[src/rtl/hcc_pkg.sv]
package hcc_pkg;
  localparam int CFG_W  = 8;
  localparam int TGT_N  = 4;
  localparam int MS_W   = $clog2(TGT_N);

  localparam int B_IRQ   = 7;
  localparam int B_STEP  = 6;
  localparam int B_FW    = 5;
  localparam int B_LR    = 4;
  localparam int B_LW    = 3;
  localparam int B_START = 2;

  localparam logic [MS_W-1:0] MS_DATA = '0;

  typedef enum logic [1:0] {
    SQ_IDLE  = 2'd0,
    SQ_RUN   = 2'd1,
    SQ_DRAIN = 2'd2,
    SQ_STEP  = 2'd3
  } seq_t;

  typedef struct packed {
    logic            step;
    logic            fw;
    logic            lr;
    logic            lw;
    logic            start;
    logic [MS_W-1:0] ms;
  } cfg_t;
endpackage

[src/rtl/hcc_cfg_reg.sv]
module hcc_cfg_reg
  import hcc_pkg::*;
(
  input  logic             clk,
  input  logic             rst,
  input  logic             boot_run,
  input  logic             wr_en,
  input  logic             rd_en,
  input  logic [CFG_W-1:0] wdata,
  input  logic             irq_line,
  input  logic             seq_idle,
  input  logic             step_done,
  output cfg_t             cfg,
  output logic [CFG_W-1:0] rdata,
  output logic             irq_ack
);
  logic step_set;

  // a step is accepted only from a halted core with start held low
  assign step_set = wr_en && wdata[B_STEP] && !wdata[B_START]
                    && seq_idle && !cfg.start;

  always_ff @(posedge clk) begin
    if (rst) begin
      cfg       <= '0;
      cfg.start <= boot_run;
      rdata     <= '0;
      irq_ack   <= 1'b0;
    end else begin
      irq_ack <= wr_en && wdata[B_IRQ];
      if (wr_en) begin
        cfg.fw    <= wdata[B_FW];
        cfg.lr    <= wdata[B_LR];
        cfg.lw    <= wdata[B_LW];
        cfg.start <= wdata[B_START];
        cfg.ms    <= wdata[MS_W-1:0];
      end
      if (step_set)       cfg.step <= 1'b1;
      else if (step_done) cfg.step <= 1'b0;
      if (rd_en)
        rdata <= {irq_line, cfg.step, cfg.fw, cfg.lr, cfg.lw, cfg.start, cfg.ms};
    end
  end
endmodule

[src/rtl/hcc_seq.sv]
module hcc_seq
  import hcc_pkg::*;
(
  input  logic clk,
  input  logic rst,
  input  logic boot_run,
  input  logic start,
  input  logic step,
  input  logic insn_done,
  output logic core_go,
  output logic core_idle,
  output logic step_done
);
  seq_t st, st_nx;

  always_comb begin
    st_nx = st;
    case (st)
      SQ_IDLE:  if (step) st_nx = SQ_STEP;
                else if (start) st_nx = SQ_RUN;
      SQ_RUN:   if (!start) st_nx = insn_done ? SQ_IDLE : SQ_DRAIN;
      SQ_DRAIN: if (start) st_nx = SQ_RUN;
                else if (insn_done) st_nx = SQ_IDLE;
      SQ_STEP:  if (insn_done) st_nx = SQ_IDLE;
      default:  st_nx = SQ_IDLE;
    endcase
  end

  always_ff @(posedge clk) begin
    if (rst) st <= boot_run ? SQ_RUN : SQ_IDLE;
    else     st <= st_nx;
  end

  assign core_go   = (st != SQ_IDLE);
  assign core_idle = (st == SQ_IDLE);
  assign step_done = (st == SQ_STEP) && insn_done;
endmodule

[src/rtl/hcc_acc_dec.sv]
module hcc_acc_dec
  import hcc_pkg::*;
#(
  parameter int N_TGT = TGT_N,
  localparam int SW   = $clog2(N_TGT)
)(
  input  logic             clk,
  input  logic             rst,
  input  logic             acc,
  input  logic [SW-1:0]    ms,
  input  logic             idle,
  output logic             host_dreq,
  output logic [N_TGT-1:1] tgt_gnt,
  output logic             acc_err
);
  logic [N_TGT-1:1] hit;

  for (genvar k = 1; k < N_TGT; k++) begin : g_tgt
    assign hit[k] = acc && (ms == SW'(k)) && idle;
  end

  assign host_dreq = acc && (ms == '0);

  always_ff @(posedge clk) begin
    if (rst) begin
      tgt_gnt <= '0;
      acc_err <= 1'b0;
    end else begin
      tgt_gnt <= hit;
      acc_err <= acc && (ms != '0) && !idle;
    end
  end
endmodule

[src/rtl/hcc_dm_arb.sv]
module hcc_dm_arb (
  input  logic clk,
  input  logic rst,
  input  logic host_req,
  input  logic core_req,
  input  logic lock,
  output logic host_gnt,
  output logic core_gnt
);
  logic last_host, prev_cont, cont, win_host, host_take;

  assign cont = host_req && core_req;

  always_comb begin
    if (!prev_cont) win_host = 1'b0;
    else if (lock)  win_host = last_host;
    else            win_host = !last_host;
  end

  assign host_take = host_req && (!core_req || win_host);

  always_ff @(posedge clk) begin
    if (rst) begin
      host_gnt  <= 1'b0;
      core_gnt  <= 1'b0;
      last_host <= 1'b0;
      prev_cont <= 1'b0;
    end else begin
      host_gnt  <= host_take;
      core_gnt  <= core_req && !host_take;
      prev_cont <= cont;
      if (host_req || core_req) last_host <= host_take;
    end
  end
endmodule

[src/rtl/host_core_ctl.sv]
module host_core_ctl
  import hcc_pkg::*;
(
  input  logic             clk,
  input  logic             rst,
  input  logic             host_cmd,
  input  logic             host_ae,
  input  logic             host_lockout,
  input  logic             host_rd,
  input  logic             host_wr,
  input  logic [CFG_W-1:0] host_wdata,
  output logic [CFG_W-1:0] host_rdata,
  input  logic             irq_line,
  output logic             irq_ack,
  input  logic             core_insn_done,
  input  logic             core_dreq,
  input  logic             dm_lock,
  output logic             core_go,
  output logic             core_idle,
  output logic             cfg_fast_wr,
  output logic             cfg_latch_rd,
  output logic             cfg_latch_wr,
  output logic [MS_W-1:0]  cfg_msel,
  output logic             host_dm_gnt,
  output logic             core_dm_gnt,
  output logic [TGT_N-1:1] host_tgt_gnt,
  output logic             acc_err
);
  cfg_t cfg_q;
  logic boot_run, reg_ok, reg_wr, reg_rd, mem_acc;
  logic run_req, step_req, step_done, host_dreq;

  assign boot_run = rst && host_rd && host_wr && !host_ae;
  assign reg_ok   = host_cmd && host_ae && !host_lockout;
  assign reg_wr   = reg_ok && host_wr;
  assign reg_rd   = reg_ok && host_rd;
  assign mem_acc  = !host_cmd && host_ae && (host_rd || host_wr);

  hcc_cfg_reg u_reg (
    .clk(clk), .rst(rst), .boot_run(boot_run),
    .wr_en(reg_wr), .rd_en(reg_rd), .wdata(host_wdata),
    .irq_line(irq_line), .seq_idle(core_idle), .step_done(step_done),
    .cfg(cfg_q), .rdata(host_rdata), .irq_ack(irq_ack)
  );

  assign run_req  = cfg_q.start;
  assign step_req = cfg_q.step;

  hcc_seq u_seq (
    .clk(clk), .rst(rst), .boot_run(boot_run),
    .start(run_req), .step(step_req), .insn_done(core_insn_done),
    .core_go(core_go), .core_idle(core_idle), .step_done(step_done)
  );

  hcc_acc_dec #(.N_TGT(TGT_N)) u_dec (
    .clk(clk), .rst(rst), .acc(mem_acc), .ms(cfg_q.ms), .idle(core_idle),
    .host_dreq(host_dreq), .tgt_gnt(host_tgt_gnt), .acc_err(acc_err)
  );

  hcc_dm_arb u_arb (
    .clk(clk), .rst(rst), .host_req(host_dreq), .core_req(core_dreq),
    .lock(dm_lock), .host_gnt(host_dm_gnt), .core_gnt(core_dm_gnt)
  );

  assign cfg_fast_wr  = cfg_q.fw;
  assign cfg_latch_rd = cfg_q.lr;
  assign cfg_latch_wr = cfg_q.lw;
  assign cfg_msel     = cfg_q.ms;
endmodule

[config.mk]
export PLATFORM = sky130hd
export DESIGN_NAME = host_core_ctl
export DESIGN_NICKNAME = d
export VERILOG_FILES = /design/src/rtl/hcc_pkg.sv /design/src/rtl/hcc_cfg_reg.sv /design/src/rtl/hcc_seq.sv /design/src/rtl/hcc_acc_dec.sv /design/src/rtl/hcc_dm_arb.sv /design/src/rtl/host_core_ctl.sv
export SDC_FILE = /design/constraint.sdc
export NUM_CORES = 1
export LEC_CHECK = 0
export ABC_AREA = 1
export BUFFER_PORTS_ARGS = -buffer_cell sky130_fd_sc_hd__buf_2
export CAP_MARGIN = 20
export CORE_MARGIN = 2
export CORE_UTILIZATION = 42
export CTS_CLUSTER_DIAMETER = 150
export CTS_CLUSTER_SIZE = 10
export DETAILED_ROUTE_END_ITERATION = 16
export PLACE_DENSITY = 0.7
export SLEW_MARGIN = 15
export SYNTH_ARGS = -nofsm -noshare
export SYNTH_HDL_FRONTEND = slang
export SYNTH_SLANG_ARGS = --single-unit
[constraint.sdc]
create_clock -name clk -period 1.2 [get_ports clk]
set_clock_uncertainty 0.05 [all_clocks]
set_input_delay 0.12 -clock clk [delete_from_list [all_inputs] [get_ports clk]]
set_output_delay 0.12 -clock clk [all_outputs]
set_load 0.01 [all_outputs]
==> reports/results.ini <==
[synthesis]
synth_cells=135
yosysWarnings=0
synth-xor-area-share=0
syn_avg_cell_area_um2=7.896
synth_fp_nets=154
synth_area_mm2=0.001066
ys_ff_latch=26
synthMuxAreaShare=0
yosys.area.top_type=dfxtp_1
ys_seq_area_frac=0.5164
synth_top_family_by_area=simple AND/OR/NAND/NOR gates
synth_compound_area_frac=0.06573
synthDistinctLibCells=19
synthSimpleGateAreaFrac=0.3521
synthAdderAreaFrac=0
synth_top_area_frac=0.4319
ys_top_cells_by_area=dfxtp_1 (43%), nand2_1 (14%), edfxtp_1 (8.5%)

[sta]
relSlewSlack=0.8230
max_clock_freq_mhz=720.7
finalWorstSetupSlack_ps=-187.5
maxSlewViolCount=0
hold_violations=0
rsz0062_at_grt=true
worst_slew_pin_slew_ps=263.5
setup_violations=7
fin_crit_sh=1.156
post-route-min-period_ps=1388

[layout]
multiInputGateArea_um2=476.7
final_area_mm2=0.001524
finalNonFillerCells=223
fin_util=0.6265
synthToLayoutAreaGrowth_pct=42.96
final_net_count=213
fill_cells=207
post_route_cells_drive_above_1_share=0.3782
antenna_cells=0
final-seq-area_um2=551.8

[pwr]
p_leak_nw=0.7494
peakVddDrop_mv=0.8586
p_per_area_mw_per_mm2=1386

[clock_tree]
cts.clk_slew.worst_paths_ps=140
cts.sinks=26
numCtsBuffers=3
cts.root.buffer_cell=clkbuf_4
clock_latency_ps=320
clockBufferDepth=2
htree_num_levels=1
tritoncts=yes

[routing]
drt_iter0_drc=16
via_count=1091
vias_per_cell=4.892
ant_nets=0
first_pass_iters=4
drt_wl_total_mm=2.561
drc=0
wl_per_cell_um=11.48

[grt]
grt.total_usage=0.1926
grt_pass1_wl_mm=4.112
overflow=0
grt_pass1_vias=1024
grt_max_degree=16
antenna_found_initial=0

[worst_setup_path]
required_ps=1030
end_kind=output port
worstPathMaxFanout=2
arrival_ps=1220
criticalPathCategory=flip-flop to output port
r2r_slack_ps=-160
start_kind=flip-flop

[flow_run]
drv_cap=0

[floorplan]
core_area_mm2=0.002432
design.die.area_mm2=0.002957
rows=18
die_y_um=54.38
ios=41
die_w_um=54.38
start_util=0.4383

[placed_design]
gp_congestion=0.7388
placed_area_mm2=0.001341
portBuffers=40
numPlacedInstances=209
hpwl_mm=1.826

[outcome]
outcome=finished with violations
violations=negative setup slack

[worst_hold_path]
hold_class=input pin to flip-flop

[cell usage after synthesis, drive strengths merged]
cell type and number:
nand2 44, dfxtp 23, nand3 16, inv 14, a21oi 11, nor2 10
nor3 4, buf 3, edfxtp 3, o21ai 3, nand4 2, nor4 1
or2 1
[final timing paths]
check | to | depth (start not counted) | startpoint
setup reg to reg | u_seq.st[1] | 5 | u_seq.st[0]
setup / recovery | core_go | 4 | u_seq.st[1]
hold / removal | u_arb.last_host | 4 | core_dreq
hold reg to reg | u_reg.rdata[4] | 2 | u_reg.rdata[4]
[placed cells by master, fill, tap and decap left out, drive strengths merged]
cell | netlist | layout
dlygate4sd3 | 0 | 7
or2 | 1 | 1
nand4 | 2 | 2
nor3 | 4 | 4
o21ai | 3 | 3
a21oi | 11 | 11
nand3 | 16 | 16
nor2 | 10 | 10
clkbuf | 0 | 4
inv | 14 | 14
nand2 | 44 | 44
buf | 3 | 50
edfxtp | 3 | 3
dfxtp | 23 | 23
nor4 | 1 | 1
[where the power goes]
group	leakage [nW]	switching, W	internal, W
sequential	0.218	0.0000371	0.000931
clock	0.0261	0.000261	0.000254
combinational	0.505	0.000319	0.000309
total	0.749	0.000618	0.00149
[what timing repair did]
item / 4_1_cts / 5_1_grt
hold buffers: 7 / 0
pin swaps: 2 / 3
setup buffers: 3 / 0
gates cloned: 0 / 0
endpoints found under the setup margin: 5 / 10
hold endpoints to repair: 7 / 0
gates resized for setup: 4 / 6
[cell families (layout without fill, tap and decap cells)]
group	Yosys count	after routing
DFF	26	26
AOI/OAI and AO/OA	14	14
buffers and inverters	17	75
and+or+nand+nor	78	78
[state kept, by name (all words and copies together), names as in the netlist]
signal           flops
u_arb.core_gnt       1
u_arb.host_gnt       1
u_arb.last_host      1
u_arb.prev_cont      1
u_dec.acc_err        1
u_dec.tgt_gnt        3
u_reg.cfg            7
u_reg.irq_ack        1
u_reg.rdata          8
u_seq.st             2
[metal layers]
metal	part of all wire	GRT usage	vias to the layer above
li1	-	-	551
met1	0.43	0.2300	504
met2	0.49	0.3293	30
met3	0.052	0.03825	6
met4	0.022	0.09167	0
met5	0	0	-
[critical path, cell delays in order (launching register included)]
cell and delay (ps):
edfxtp_1 460, nor2_4 160, inv_4 50, buf_6 110
buf_6 110
[layout make-up]
cell class                      count  share of cell area
Clock buffer                        4             0.03120
Inverter                           14             0.03612
Multi-Input combinational cell     92              0.3128
Sequential cell                    26              0.3621
Tap cell                           30             0.02463
Timing Repair Buffer               57              0.2332
[through the flow]
stage | setup TNS, ps | worst slack (ps) | hold WS (ps) | power (W)
floorplan | -161.7 | -75.00 | 180.2 | 0.001212
global placement | 0 | 48.28 | 263.8 | 0.001410
detailed placement | -59.54 | -29.77 | 267.2 | 0.001434
CTS | -884.5 | -181.5 | 12.47 | 0.002074
global route | -1462 | -249.8 | -5.104 | 0.002219
finish | -962.7 | -187.5 | 14.15 | 0.002112
Power figures use the tool's default switching activity.
